$ cat config.mk
export PLATFORM = sky130hd
export DESIGN_NAME = acc_guard
export DESIGN_NICKNAME = d
export VERILOG_FILES = /design/src/rtl/acc_guard_pkg.sv /design/src/rtl/acc_perm_eval.sv /design/src/rtl/acc_fault_log.sv /design/src/rtl/acc_guard.sv
export SDC_FILE = /design/constraint.sdc
export NUM_CORES = 1
export LEC_CHECK = 0
export BUFFER_PORTS_ARGS = -buffer_cell sky130_fd_sc_hd__buf_2
export CORE_MARGIN = 1.5
export CORE_UTILIZATION = 51
export CTS_BUF_LIST = sky130_fd_sc_hd__clkbuf_16
export DETAILED_ROUTE_END_ITERATION = 10
export PLACE_DENSITY = 0.87
export SETUP_SLACK_MARGIN = 0.15
export SYNTH_ARGS = -nofsm -noshare
export SYNTH_HDL_FRONTEND = slang
export SYNTH_SLANG_ARGS = --single-unit
$ cat constraint.sdc
create_clock -name clk -period 1.4 [get_ports clk]
set_input_delay 0 -clock clk [delete_from_list [all_inputs] [get_ports clk]]
set_output_delay 0 -clock clk [all_outputs]
set_load 0.05 [all_outputs]
$ cat src/rtl/acc_guard_pkg.sv
package acc_guard_pkg;

  typedef enum logic [1:0] {
    PE_OK   = 2'd0,
    PE_PROT = 2'd2,
    PE_PRIV = 2'd3
  } perm_err_e;

  localparam logic SEL_STATUS = 1'b0;
  localparam logic SEL_ADDR   = 1'b1;

  // Protection-error columns per access index, bit n = permission n.
  function automatic logic [7:0] prot_cols(input logic [2:0] idx);
    case (idx)
      3'd0, 3'd1: prot_cols = 8'h10;
      3'd2, 3'd3: prot_cols = 8'h23;
      3'd4:       prot_cols = 8'h35;
      3'd5:       prot_cols = 8'h55;
      3'd6:       prot_cols = 8'h37;
      default:    prot_cols = 8'h77;
    endcase
  endfunction

  // User accesses (idx[0]==0) to supervisor-only pages (perm 6,7) are privilege errors.
  function automatic perm_err_e perm_code(input logic [2:0] idx, input logic [2:0] perm);
    logic [7:0] cols;
    cols = prot_cols(idx);
    if (!idx[0] && (perm[2:1] == 2'b11)) perm_code = PE_PRIV;
    else if (cols[perm])                 perm_code = PE_PROT;
    else                                 perm_code = PE_OK;
  endfunction

  // Write table: odd permissions are writable; users lose the upper four.
  function automatic logic write_ok(input logic is_user, input logic [2:0] perm);
    write_ok = perm[0] && (!is_user || !perm[2]);
  endfunction

endpackage

$ cat src/rtl/acc_perm_eval.sv
module acc_perm_eval
  import acc_guard_pkg::*;
#(
  parameter int ERR_W = 10
) (
  input  logic             acc_write,
  input  logic             acc_fetch,
  input  logic             acc_super,
  input  logic [2:0]       pte_perm,
  input  logic [ERR_W-1:0] walk_err,
  input  logic             nofault_en,
  output logic [2:0]       acc_idx,
  output logic             eval_fault,
  output logic [ERR_W-1:0] eval_err,
  output logic             wr_allowed
);

  perm_err_e  pcode;
  logic [1:0] pcode_bits;
  logic       walk_hit;
  logic       perm_hit;

  assign acc_idx    = {acc_write, acc_fetch, acc_super};
  assign pcode      = perm_code(acc_idx, pte_perm);
  assign pcode_bits = pcode;
  assign walk_hit   = |walk_err;
  assign perm_hit   = (pcode != PE_OK) && !nofault_en;
  assign eval_fault = walk_hit || perm_hit;
  assign eval_err   = walk_hit ? walk_err
                    : (perm_hit ? ERR_W'(pcode_bits) : '0);
  assign wr_allowed = write_ok(!acc_super, pte_perm);

endmodule

$ cat src/rtl/acc_fault_log.sv
module acc_fault_log
  import acc_guard_pkg::*;
#(
  parameter int VA_W  = 32,
  parameter int ERR_W = 10
) (
  input  logic             clk,
  input  logic             rst_n,
  input  logic             fault_evt,
  input  logic [2:0]       acc_idx,
  input  logic [ERR_W-1:0] fault_err,
  input  logic [VA_W-1:0]  vaddr,
  input  logic             reg_rd,
  input  logic             reg_sel,
  output logic [VA_W-1:0]  reg_rdata,
  output logic             reg_rvalid
);

  localparam int IDX_LSB = 5;

  logic [ERR_W-1:0] fsr;
  logic [VA_W-1:0]  far;
  logic             clear_now;
  logic [ERR_W-1:0] fsr_base;
  logic [ERR_W-1:0] ovf_seed;
  logic [ERR_W-1:0] fsr_merge;

  assign clear_now = reg_rd && (reg_sel == SEL_STATUS);
  assign fsr_base  = clear_now ? '0 : fsr;
  assign ovf_seed  = (|fsr_base) ? ERR_W'(1) : '0;
  assign fsr_merge = ovf_seed | (ERR_W'(acc_idx) << IDX_LSB) | fault_err | ERR_W'(2);

  always_ff @(posedge clk) begin
    if (!rst_n) begin
      fsr        <= '0;
      far        <= '0;
      reg_rdata  <= '0;
      reg_rvalid <= 1'b0;
    end else begin
      if (fault_evt) begin
        fsr <= fsr_merge;
        far <= vaddr;
      end else if (clear_now) begin
        fsr <= '0;
      end
      reg_rvalid <= reg_rd;
      if (reg_rd) reg_rdata <= (reg_sel == SEL_ADDR) ? far : VA_W'(fsr);
    end
  end

  p_overflow_r3: assert property (@(posedge clk) disable iff (!rst_n)
    fault_evt && (|fsr) && !clear_now |=> fsr[0]);

  p_fields_r4: assert property (@(posedge clk) disable iff (!rst_n)
    fault_evt |=> fsr[1] && (fsr[IDX_LSB+2:IDX_LSB] == $past(acc_idx)));

  p_addr_r5: assert property (@(posedge clk) disable iff (!rst_n)
    fault_evt |=> far == $past(vaddr));

  p_clear_r10: assert property (@(posedge clk) disable iff (!rst_n)
    clear_now && !fault_evt |=> fsr == '0);

  p_hold_r6: assert property (@(posedge clk) disable iff (!rst_n)
    !fault_evt && !clear_now |=> $stable(fsr) && $stable(far));

endmodule

$ cat src/rtl/acc_guard.sv
module acc_guard
  import acc_guard_pkg::*;
#(
  parameter int VA_W  = 32,
  parameter int ERR_W = 10
) (
  input  logic             clk,
  input  logic             rst_n,
  input  logic             chk_req,
  input  logic             acc_write,
  input  logic             acc_fetch,
  input  logic             acc_super,
  input  logic [2:0]       pte_perm,
  input  logic             pte_mod,
  input  logic [ERR_W-1:0] walk_err,
  input  logic             nofault_en,
  input  logic             traps_off,
  input  logic [VA_W-1:0]  vaddr,
  output logic             chk_done,
  output logic [ERR_W-1:0] err_code,
  output logic             grant_rd,
  output logic             grant_wr,
  output logic             trap_ifetch,
  output logic             trap_data,
  input  logic             reg_rd,
  input  logic             reg_sel,
  output logic [VA_W-1:0]  reg_rdata,
  output logic             reg_rvalid
);

  logic [2:0]       acc_idx;
  logic             eval_fault;
  logic [ERR_W-1:0] eval_err;
  logic             wr_allowed;
  logic             fault_now;
  logic             suppress;
  logic             trap_now;

  acc_perm_eval #(.ERR_W(ERR_W)) u_eval (
    .acc_write  (acc_write),
    .acc_fetch  (acc_fetch),
    .acc_super  (acc_super),
    .pte_perm   (pte_perm),
    .walk_err   (walk_err),
    .nofault_en (nofault_en),
    .acc_idx    (acc_idx),
    .eval_fault (eval_fault),
    .eval_err   (eval_err),
    .wr_allowed (wr_allowed)
  );

  assign fault_now = chk_req && eval_fault;
  assign suppress  = nofault_en || traps_off;
  assign trap_now  = fault_now && !suppress;

  always_ff @(posedge clk) begin
    if (!rst_n) begin
      chk_done    <= 1'b0;
      err_code    <= '0;
      grant_rd    <= 1'b0;
      grant_wr    <= 1'b0;
      trap_ifetch <= 1'b0;
      trap_data   <= 1'b0;
    end else begin
      chk_done    <= chk_req;
      trap_ifetch <= trap_now && acc_fetch;
      trap_data   <= trap_now && !acc_fetch;
      if (chk_req) begin
        err_code <= eval_err;
        if (eval_fault) begin
          grant_rd <= suppress;
          grant_wr <= suppress;
        end else begin
          grant_rd <= 1'b1;
          grant_wr <= pte_mod && wr_allowed;
        end
      end
    end
  end

  acc_fault_log #(.VA_W(VA_W), .ERR_W(ERR_W)) u_log (
    .clk        (clk),
    .rst_n      (rst_n),
    .fault_evt  (fault_now),
    .acc_idx    (acc_idx),
    .fault_err  (eval_err),
    .vaddr      (vaddr),
    .reg_rd     (reg_rd),
    .reg_sel    (reg_sel),
    .reg_rdata  (reg_rdata),
    .reg_rvalid (reg_rvalid)
  );

  p_done_r12: assert property (@(posedge clk) disable iff (!rst_n)
    chk_req |=> chk_done);

  p_one_trap_r9: assert property (@(posedge clk) disable iff (!rst_n)
    $onehot0({trap_ifetch, trap_data}));

  p_trap_kind_r9: assert property (@(posedge clk) disable iff (!rst_n)
    trap_now |=> (trap_ifetch == $past(acc_fetch)) && !grant_rd && !grant_wr);

  p_wr_needs_mod_r7: assert property (@(posedge clk) disable iff (!rst_n)
    chk_req && !eval_fault && !pte_mod |=> !grant_wr && grant_rd);

  p_open_r8: assert property (@(posedge clk) disable iff (!rst_n)
    fault_now && suppress |=> grant_rd && grant_wr && !trap_ifetch && !trap_data);

  p_walk_pass_r11: assert property (@(posedge clk) disable iff (!rst_n)
    chk_req && (|walk_err) |=> err_code == $past(walk_err));

  p_rvalid_r12: assert property (@(posedge clk) disable iff (!rst_n)
    reg_rd |=> reg_rvalid);

endmodule

# ---- Word level (Yosys, flattened, before mapping)
# Index checks and enable logic that the tools add are counted.
dict set report op_classes {
  n_addsub 0
  mul 0
  n_div 0
  order_cmp 1
  eq_ne 7
  shift 0
  mux 13
  bitwise_logic 3
  n_reduce_logical 23
}
# cell count
set op_table {}
lappend op_table {{$pmux W7 S5} 1}
lappend op_table {{$mux W32} 1}
lappend op_table {{$mux W10} 3}
lappend op_table {{$reduce_or A10 Y1} 2}
lappend op_table {{$or A10 B10 Y10} 1}
lappend op_table {{$or A10 B8 Y10} 1}
lappend op_table {{$eq A3 B3 Y1 const B} 3}
lappend op_table {{$logic_and A1 B1 Y1} 9}
lappend op_table {{$eq A3 B2 Y1 const B} 2}
lappend op_table {{$mux W2} 3}
lappend op_table {{$logic_not A1 Y1} 5}
lappend op_table {{$lt A3 B4 Y1 const B} 1}
lappend op_table {{$mux W1} 4}
lappend op_table {{$reduce_or A2 Y1} 2}
lappend op_table {{$bmux W1 S3} 1}
lappend op_table {{$eq A3 B1 Y1 const B} 1}
lappend op_table {{$logic_not A3 Y1} 1}
lappend op_table {{$logic_or A1 B1 Y1} 3}
lappend op_table {{$eq A2 B2 Y1 const B} 1}
lappend op_table {{$reduce_bool A2 Y1} 1}
lappend op_table {{$not A1 Y1} 1}
dict set report word_totals {
  ff_bits 90
  latch_bits 0
  ramBits 0
  mem_bits_ro 0
  inputBits 56
  output_inout_bits 48
  word_cells 57
  mem_count 0
}

# ---- Longest topological paths before layout
# Gate-level depths: netlist of the first run.
dict set report logic_depth {
  depth_word 13
  depth_mapped 6
  mapped_depth_nobuf 5
}

# ---- Cells and area by module
# A second synthesis of the first run with hierarchy kept.
dict set report unflattened {
  hier_cells 326
  hier_area_um2 3418.3
}
# module instances cells_each area_each_um2 seq_area_each_um2
set by_module_without_submodules {}
lappend by_module_without_submodules {acc_fault_log 1 248 2673.8 1501.4}
lappend by_module_without_submodules {acc_guard 1 50 555.5 300.3}
lappend by_module_without_submodules {acc_perm_eval 1 28 188.9 0.0}

# ---- Worst setup path before layout of the first run
# No wires, ideal clock.
dict set report synth_path {
  kind {input to register}
  start {in pte_perm[2]}
  end {reg u_log.fsr[8]}
  setup_time_ns 0.117
  arrival_ns 1.117
  t_required_ns 1.283
  path_slack_ns 0.166
  cell_stages 6
  n_path_buf 1
  path_cell_list {nor2b_1 o32a_1 a21oi_2 o21ai_4 buf_6 a32o_1}
}
dict set report synth_between {
  elab_chain_len 9
  word_cells_on_any_way 11
  classes_between {eq/ne: 1; mux: 5; reduce/logical: 5}
}
# item line_no
set synth_lines {}
lappend synth_lines {{start, declared} acc_guard.sv:13} ;# input logic [2:0] pte_perm,
lappend synth_lines {{$bmux W1 S3} acc_guard_pkg.sv:29} ;# else if (cols[perm]) perm_code = PE_PROT;
lappend synth_lines {{$mux W1 (not written as such)} acc_guard_pkg.sv:29}
lappend synth_lines {{$mux W2} acc_guard_pkg.sv:29}
lappend synth_lines {{$mux W2 (*)} acc_guard_pkg.sv:28} ;# if (!idx[0] && (perm[2:1] == 2'b11)) perm_code = PE_PRIV;
lappend synth_lines {{$reduce_bool A2 Y1 (*)} acc_perm_eval.sv:27} ;# assign perm_hit = (pcode != PE_OK) && !nofault_en;
lappend synth_lines {{$logic_and A1 B1 Y1 (*)} acc_perm_eval.sv:27}
lappend synth_lines {{$logic_or A1 B1 Y1 (*)} acc_perm_eval.sv:28} ;# assign eval_fault = walk_hit || perm_hit;
lappend synth_lines {{$logic_and A1 B1 Y1 (*)} acc_guard.sv:52} ;# assign fault_now = chk_req && eval_fault;
lappend synth_lines {{$mux W10 (*)} acc_fault_log.sv:40} ;# if (fault_evt) begin
lappend synth_lines {{end signal, assigned} acc_fault_log.sv:41} ;# fsr <= fsr_merge;
lappend synth_lines {{end, declared} acc_fault_log.sv:21} ;# logic [ERR_W-1:0] fsr;
# Every way passes the cells marked *; elsewhere a longest branch is shown, timed or not. The select of a mux whose other input is x is not followed.
# A chain may end at the register's enable or synchronous reset.

# ---- Worst setup path after layout of the first run
dict set report layout_path {
  start {reg u_log.fsr[1]}
  end {reg u_log.fsr[0]}
}
dict set report layout_between {
  elab_chain_len 6
}
# item line_no
set layout_lines {}
lappend layout_lines {{$mux W10} acc_fault_log.sv:29} ;# assign fsr_base = clear_now ? '0 : fsr;
lappend layout_lines {{$reduce_or A10 Y1} acc_fault_log.sv:30} ;# assign ovf_seed = (|fsr_base) ? ERR_W'(1) : '0;
lappend layout_lines {{$mux W1} acc_fault_log.sv:30}
lappend layout_lines {{$or A10 B8 Y10} acc_fault_log.sv:31} ;# assign fsr_merge = ovf_seed | (ERR_W'(acc_idx) << IDX_LSB) | fault_err | ERR_W'(2);
lappend layout_lines {{$or A10 B10 Y10} acc_fault_log.sv:31}
lappend layout_lines {{$mux W10} acc_fault_log.sv:40}
# Every way passes these cells.

==> flow_summary.toml, run 1 <==
[die]
die_y_um = 85.6
ios = 104
initial_utilization = 0.539
num_rows = 29
core_area_um2 = 6460
die-area_um2 = 7320
die_x_um = 85.6

[cts]
clk_pin_slew_worst_paths_ps = 60
tritoncts = "done"
clk_latency_ps = 330
h-tree-depth = 3
cts_buffer_depth = 2
cts_made_buffers = 9
cts.sinks = 90
cts_setup_buffers = 0
clock-root-buffer = "clkbuf_16"

[worst_setup_path]
cp_top_family = "compound AO/OA/AOI/OAI gates"
timing.critical_path.buf_inv = 0
crit_path_start_kind = "flop"
ff2ff_setup_slack_ps = 110
crit_chain = "nor4_2, nand2_1, o41ai_2, a31oi_1, a21boi_1"
critPathMaxFanout = 3
crit_type = "flop to flop"
reg2reg_depth = 5
cp_data_arrival_time_ps = 1510
slowest_delay_ps = 340
crit_slowest_cell = "dfxtp_1"
crit_required_ps = 1620
r2r-end = "u_log.fsr[0]"
regToRegStartpoint = "u_log.fsr[1]"
cp-end-kind = "flop"

[yosys]
syn_area_um2 = 3480
synth_seq_area_share = 0.518
ys_async_sr_fraction = 0
ys_ff_latch = 90
synth.distinct_cells = 36
syn_nets = 416
yosys_warnings = 0
synth_flop_cell = "dfxtp_1"
synth_edf_count = 0
syn_area_per_cell_um2 = 9.66
syn_inst = 360

[power_and_ir_drop]
power.share.switching = 0.245
power_density_nw_per_um2 = 1300
p_int_w = 0.00478
pwr-share-seq = 0.439
leakage_nw = 2.31
clockPowerShare = 0.422
power_frac_comb = 0.139
p_switching_w = 0.00155
ir_drop_uv = 741

[placed_design]
routabilityCongestion = 0.824
place_inst = 528
dp_slack_ps = -97.4
port_buffers = 103
dp_hpwl_mm = 5.72

[final_layout]
layout-drive-gt1-share = 0.276
layout_common_cells = "buf_2 (103), dfxtp_1 (90), nand2_1 (69)"
antenna_cells = 0
finalNonFillerCells = 587
area_growth_pct = 40.3
fin_nets = 561
mostFrequentLayoutCell = "buf_2"

[min_path]
worstHoldStart = "walk_err[4]"
hp-class = "primary input to flop"
whs_endpoint = "u_log.fsr[4]"
min_path_cells = 3

[route]
drt_wl_total_mm = 9.11
vias_per_cell = 5.47
ant_nets = 0
drc = 5
dr.pass1.iters = 8
first_iter_violations = 166
vias = 3212
wl_per_cell_um = 15.5

[sta]
finalHoldViolCount = 0
finalCritPeriodShare = 0.924
fmax_ghz = 0.773
layout_setup_ws_ps = 106
tightest_slew_ps = 1110
post-route-min-period_ps = 1290
maxSlewHeadroom = 0.259
grt_setup_unrepaired = "true"
clock_skew_ps = 5.43
setup_viol = 0
final_max_slew_viol_count = 0

[global_route]
met2_usage = 0.440
grt_pass1_wl_mm = 14.6
grt_pass1_vias = 3159
grt_usage = 0.257
grt_overflow = 0
met1_usage = 0.300
grt.met3_usage = 0.0481
grt_most_used_layer = "met2"
grt_max_degree = 51
antenna_found_initial = 0

[status]
status = "finished, violations left"
violations = "DRC"

[run]
drv_cap = 0
cell type report:
type                    instances  area [µm²]
fillers                       440        1580
flip-flops and latches         90        1800
clock inverters                 7         109
inverters                       5        18.8
clock buffers                   9         225
well taps                      77        96.3
repair buffers                163        1090
multi-input cells             236        1540
tightest hold or removal path, cell delays in order:
cell and delay (ps):
buf_2 110, buf_4 120, a32o_1 110
metal layers:
layer,part of all wire,vias up
li1,-,1547
met1,0.41,1516
met2,0.50,122
met3,0.055,27
met4,0.033,0
met5,0,-
how the worst max path moves through the flow:
stage                       from            end  cells past startpoint
global route        u_log.fsr[1]   u_log.fsr[0]                      5
CTS                 u_log.fsr[1]   u_log.fsr[0]                      5
detailed placement   walk_err[5]   u_log.far[6]                      6
floorplan            pte_perm[2]   u_log.fsr[8]                      6
finish              u_log.fsr[1]   u_log.fsr[0]                      5
global placement     walk_err[5]  u_log.far[30]                      6
metrics by stage:
step	total power [W]	instance area, µm²	TNS [ps]	util	hold slack [ps]
floorplan	0.00334	3480	0	-	78.5
global placement	0.00357	4100	-150	0.635	246
detailed placement	0.00359	4100	-1110	0.635	252
CTS	0.00635	4870	0	0.754	17.3
global route	0.00654	4880	0	0.755	39.0
finish	0.00633	4880	0	0.755	37.7
cell families (layout without fill, tap and decap cells):
| family | count (synthesis) | count (layout) | synth area share |
|---|---|---|---|
| AOI/OAI and AO/OA | 61 | 61 | 0.132 |
| buffers and inverters | 34 | 184 | 0.0428 |
| DFF | 90 | 90 | 0.518 |
| muxes | 53 | 53 | 0.153 |
| and+or+nand+nor | 122 | 122 | 0.155 |
power groups by stage:
stage                     combinational, W  clock [W]  sequential, W
after global routing              0.000941    0.00281        0.00279
after detailed placement          0.000768          0        0.00283
final                             0.000880    0.00267        0.00278
after floorplan                   0.000331          0        0.00301
after global placement            0.000750          0        0.00282
after CTS                         0.000867    0.00271        0.00277
state kept, by name, indices dropped and copies added (netlist names):
register and count:
trap_ifetch 1, chk_done 1, grant_wr 1, grant_rd 1, u_log.fsr 10, trap_data 1
u_log.reg_rdata 32, err_code 10, u_log.far 32, u_log.reg_rvalid 1
synth_stat cells (3+ instances only):
cell type,n,area [µm²]
dfxtp_1,90,1800
nand2_1,69,259
mux2i_1,53,531
nor2_1,22,82.6
clkbuf_1,20,75.1
a22o_1,16,140
a21oi_1,13,65.1
a211oi_1,10,75.1
nand3_1,10,50.1
nand2b_1,7,43.8
a32o_1,5,50.1
inv_1,5,18.8
o21ai_0,5,25.0
and2_1,3,18.8
buf_1,3,11.3
buf_4,3,22.5
nor4_1,3,18.8
what timing repair did:
action / CTS / global route
endpoints found under the setup margin: 1 / 11
hold buffers: 43 / 0
resized for setup: 1 / 1
pin swaps: 1 / 0
hold endpoints to repair: 46 / 0
Note: power is estimated with default switching activity, not from simulation.
==> inputs of run 2 (changes only) <==
--- a/config.mk
+++ b/config.mk
@@ -7,10 +7,10 @@
 export LEC_CHECK = 0
 export BUFFER_PORTS_ARGS = -buffer_cell sky130_fd_sc_hd__buf_2
 export CORE_MARGIN = 1.5
-export CORE_UTILIZATION = 51
+export CORE_UTILIZATION = 50
 export CTS_BUF_LIST = sky130_fd_sc_hd__clkbuf_16
 export DETAILED_ROUTE_END_ITERATION = 10
-export PLACE_DENSITY = 0.87
+export PLACE_DENSITY = 0.86
 export SETUP_SLACK_MARGIN = 0.15
 export SYNTH_ARGS = -nofsm -noshare
 export SYNTH_HDL_FRONTEND = slang
==> run 2 against run 1 <==
  * The run now ends clean
  * Flip-flop and latch count did not move
  * Routed wire length is 3.9% higher
  * Global-route usage up 0.38 points
  * Die area is 1.9% higher
  * Sequential power is essentially flat
  * Combinational power grew 3.1%
  * Worst setup slack gained 2.6 ps
  * Worst hold slack gained 2.0 ps
  * Critical endpoint unchanged
  * Highest routed layer unchanged
==> flow_summary.toml, run 2 (synthesized netlist as in run 1, its figures left out) <==
[sta]
finalHoldViolCount = 0
setup-tns-final_ps = 0
maxSlewHeadroom = 0.219
final_max_slew_viol_count = 0
fmax_ghz = 0.775
clock_skew_ps = 5.72
grt_setup_unrepaired = "true"
post-route-min-period_ps = 1290
finalCritPeriodShare = 0.922
holdWs_ps = 39.7
tightest_slew_ps = 1170
setup_viol = 0

[final_layout]
top_regs = "u_log.far x32, u_log.reg_rdata x32"
nFillCells = 488
layout_common_cells = "buf_2 (103), dfxtp_1 (89), nand2_1 (69)"
mostFrequentLayoutCell = "buf_2"
final_area_um2 = 4890
layout-drive-gt1-share = 0.276
fin_nets = 563
area_growth_pct = 40.7
antenna_cells = 0

[worst_setup_path]
cp_data_arrival_time_ps = 1510
ff2ff_setup_slack_ps = 110
regToRegStartpoint = "u_log.fsr[3]"
crit_path_start_kind = "flop"
r2r-end = "u_log.fsr[0]"
reg2reg_depth = 5
cp-end-kind = "flop"
crit_required_ps = 1620
critPathMaxFanout = 3
crit_type = "flop to flop"

[run]
drv_cap = 0

[route]
vias = 3173
wl_per_cell_um = 16.0
ant_nets = 0
first_iter_violations = 134
dr.pass1.iters = 4
vias_per_cell = 5.37
drc = 0
drt_wl_total_mm = 9.47

[min_path]
whs_endpoint = "err_code[0]"
worstHoldStart = "walk_err[0]"
min_path_cells = 3
hp-class = "primary input to flop"

[global_route]
grt_max_degree = 52
grt_usage = 0.260
grt_overflow = 0
grt_pass1_vias = 3276
antenna_found_initial = 0
grt_pass1_wl_mm = 15.2

[placed_design]
port_buffers = 103
place_area_um2 = 4140
routabilityCongestion = 0.854
dp_hpwl_mm = 5.77

[cts]
cts_setup_buffers = 0
clk_pin_slew_worst_paths_ps = 60
h-tree-depth = 3
clock-root-buffer = "clkbuf_16"
cts_made_buffers = 9
cts_buffer_depth = 2
clk_latency_ps = 330
cts.sinks = 90
tritoncts = "done"

[die]
num_rows = 30
die-area_um2 = 7470
core_area_um2 = 6760
die_y_um = 86.4
die_x_um = 86.4
initial_utilization = 0.515
ios = 104

[power_and_ir_drop]
leakage_nw = 2.29
fin_total_pwr_w = 0.00599
ir_drop_uv = 840
power_density_nw_per_um2 = 1220

[status]
status = "complete, no violations"
==> run 2: stage by stage <==
stage                     worst slack [ps]   util  instances
final                                  109  0.724        591
after global placement                33.0  0.612        532
after CTS                              129  0.721        591
after global routing                  69.0  0.724        591
after floorplan                        166      -        360
after detailed placement             -32.5  0.612        532
==> run 2: cell type report <==
cell class	instances	area, µm²	area share
multi-input combinational	236	1560	0.319
clock buffer	9	225	0.0460
clock inverter	6	58.8	0.0120
sequential	90	1800	0.368
inverter	5	18.8	0.00384
tap	80	100	0.0205
timing repair buffer	165	1130	0.231
==> run 2: power by group <==
group | switching [W] | internal [W]
clock network | 0.000941 | 0.00136
registers | 0.0000835 | 0.00270
logic | 0.000540 | 0.000367
==> run 2: layer usage <==
| metal | track usage | wire length, µm |
|---|---|---|
| met5 | 0 | 0 |
| met4 | 0.126 | 277 |
| met3 | 0.0438 | 456 |
| met2 | 0.460 | 4720 |
| met1 | 0.306 | 4010 |
==> run 2: worst max path at each step <==
stage / from / to / slack (ps) / cells after the start
3_3_place_gp: walk_err[5] / u_log.far[11] / 30 / 7
3_5_place_dp: walk_err[5] / u_log.far[27] / -30 / 7
2_1_floorplan: pte_perm[2] / u_log.fsr[8] / 170 / 6
6_report: u_log.fsr[3] / u_log.fsr[0] / 110 / 5
5_1_grt: u_log.fsr[1] / u_log.fsr[0] / 70 / 5
4_1_cts: u_log.fsr[4] / u_log.fsr[0] / 130 / 5
==> run 2: what timing repair did <==
action,4_1_cts,5_1_grt
endpoints found under the hold margin,47,0
resized for setup,1,4
setup endpoints to repair,1,2
hold buffers,44,0
pin swaps,0,2
==> run 2: worst max-delay path, cell delays in order (launching register included) <==
cell and delay, ps:
dfxtp_1 360, nor4_4 260, nand2_1 90, o41ai_2 230
a31oi_1 110, a21boi_1 140
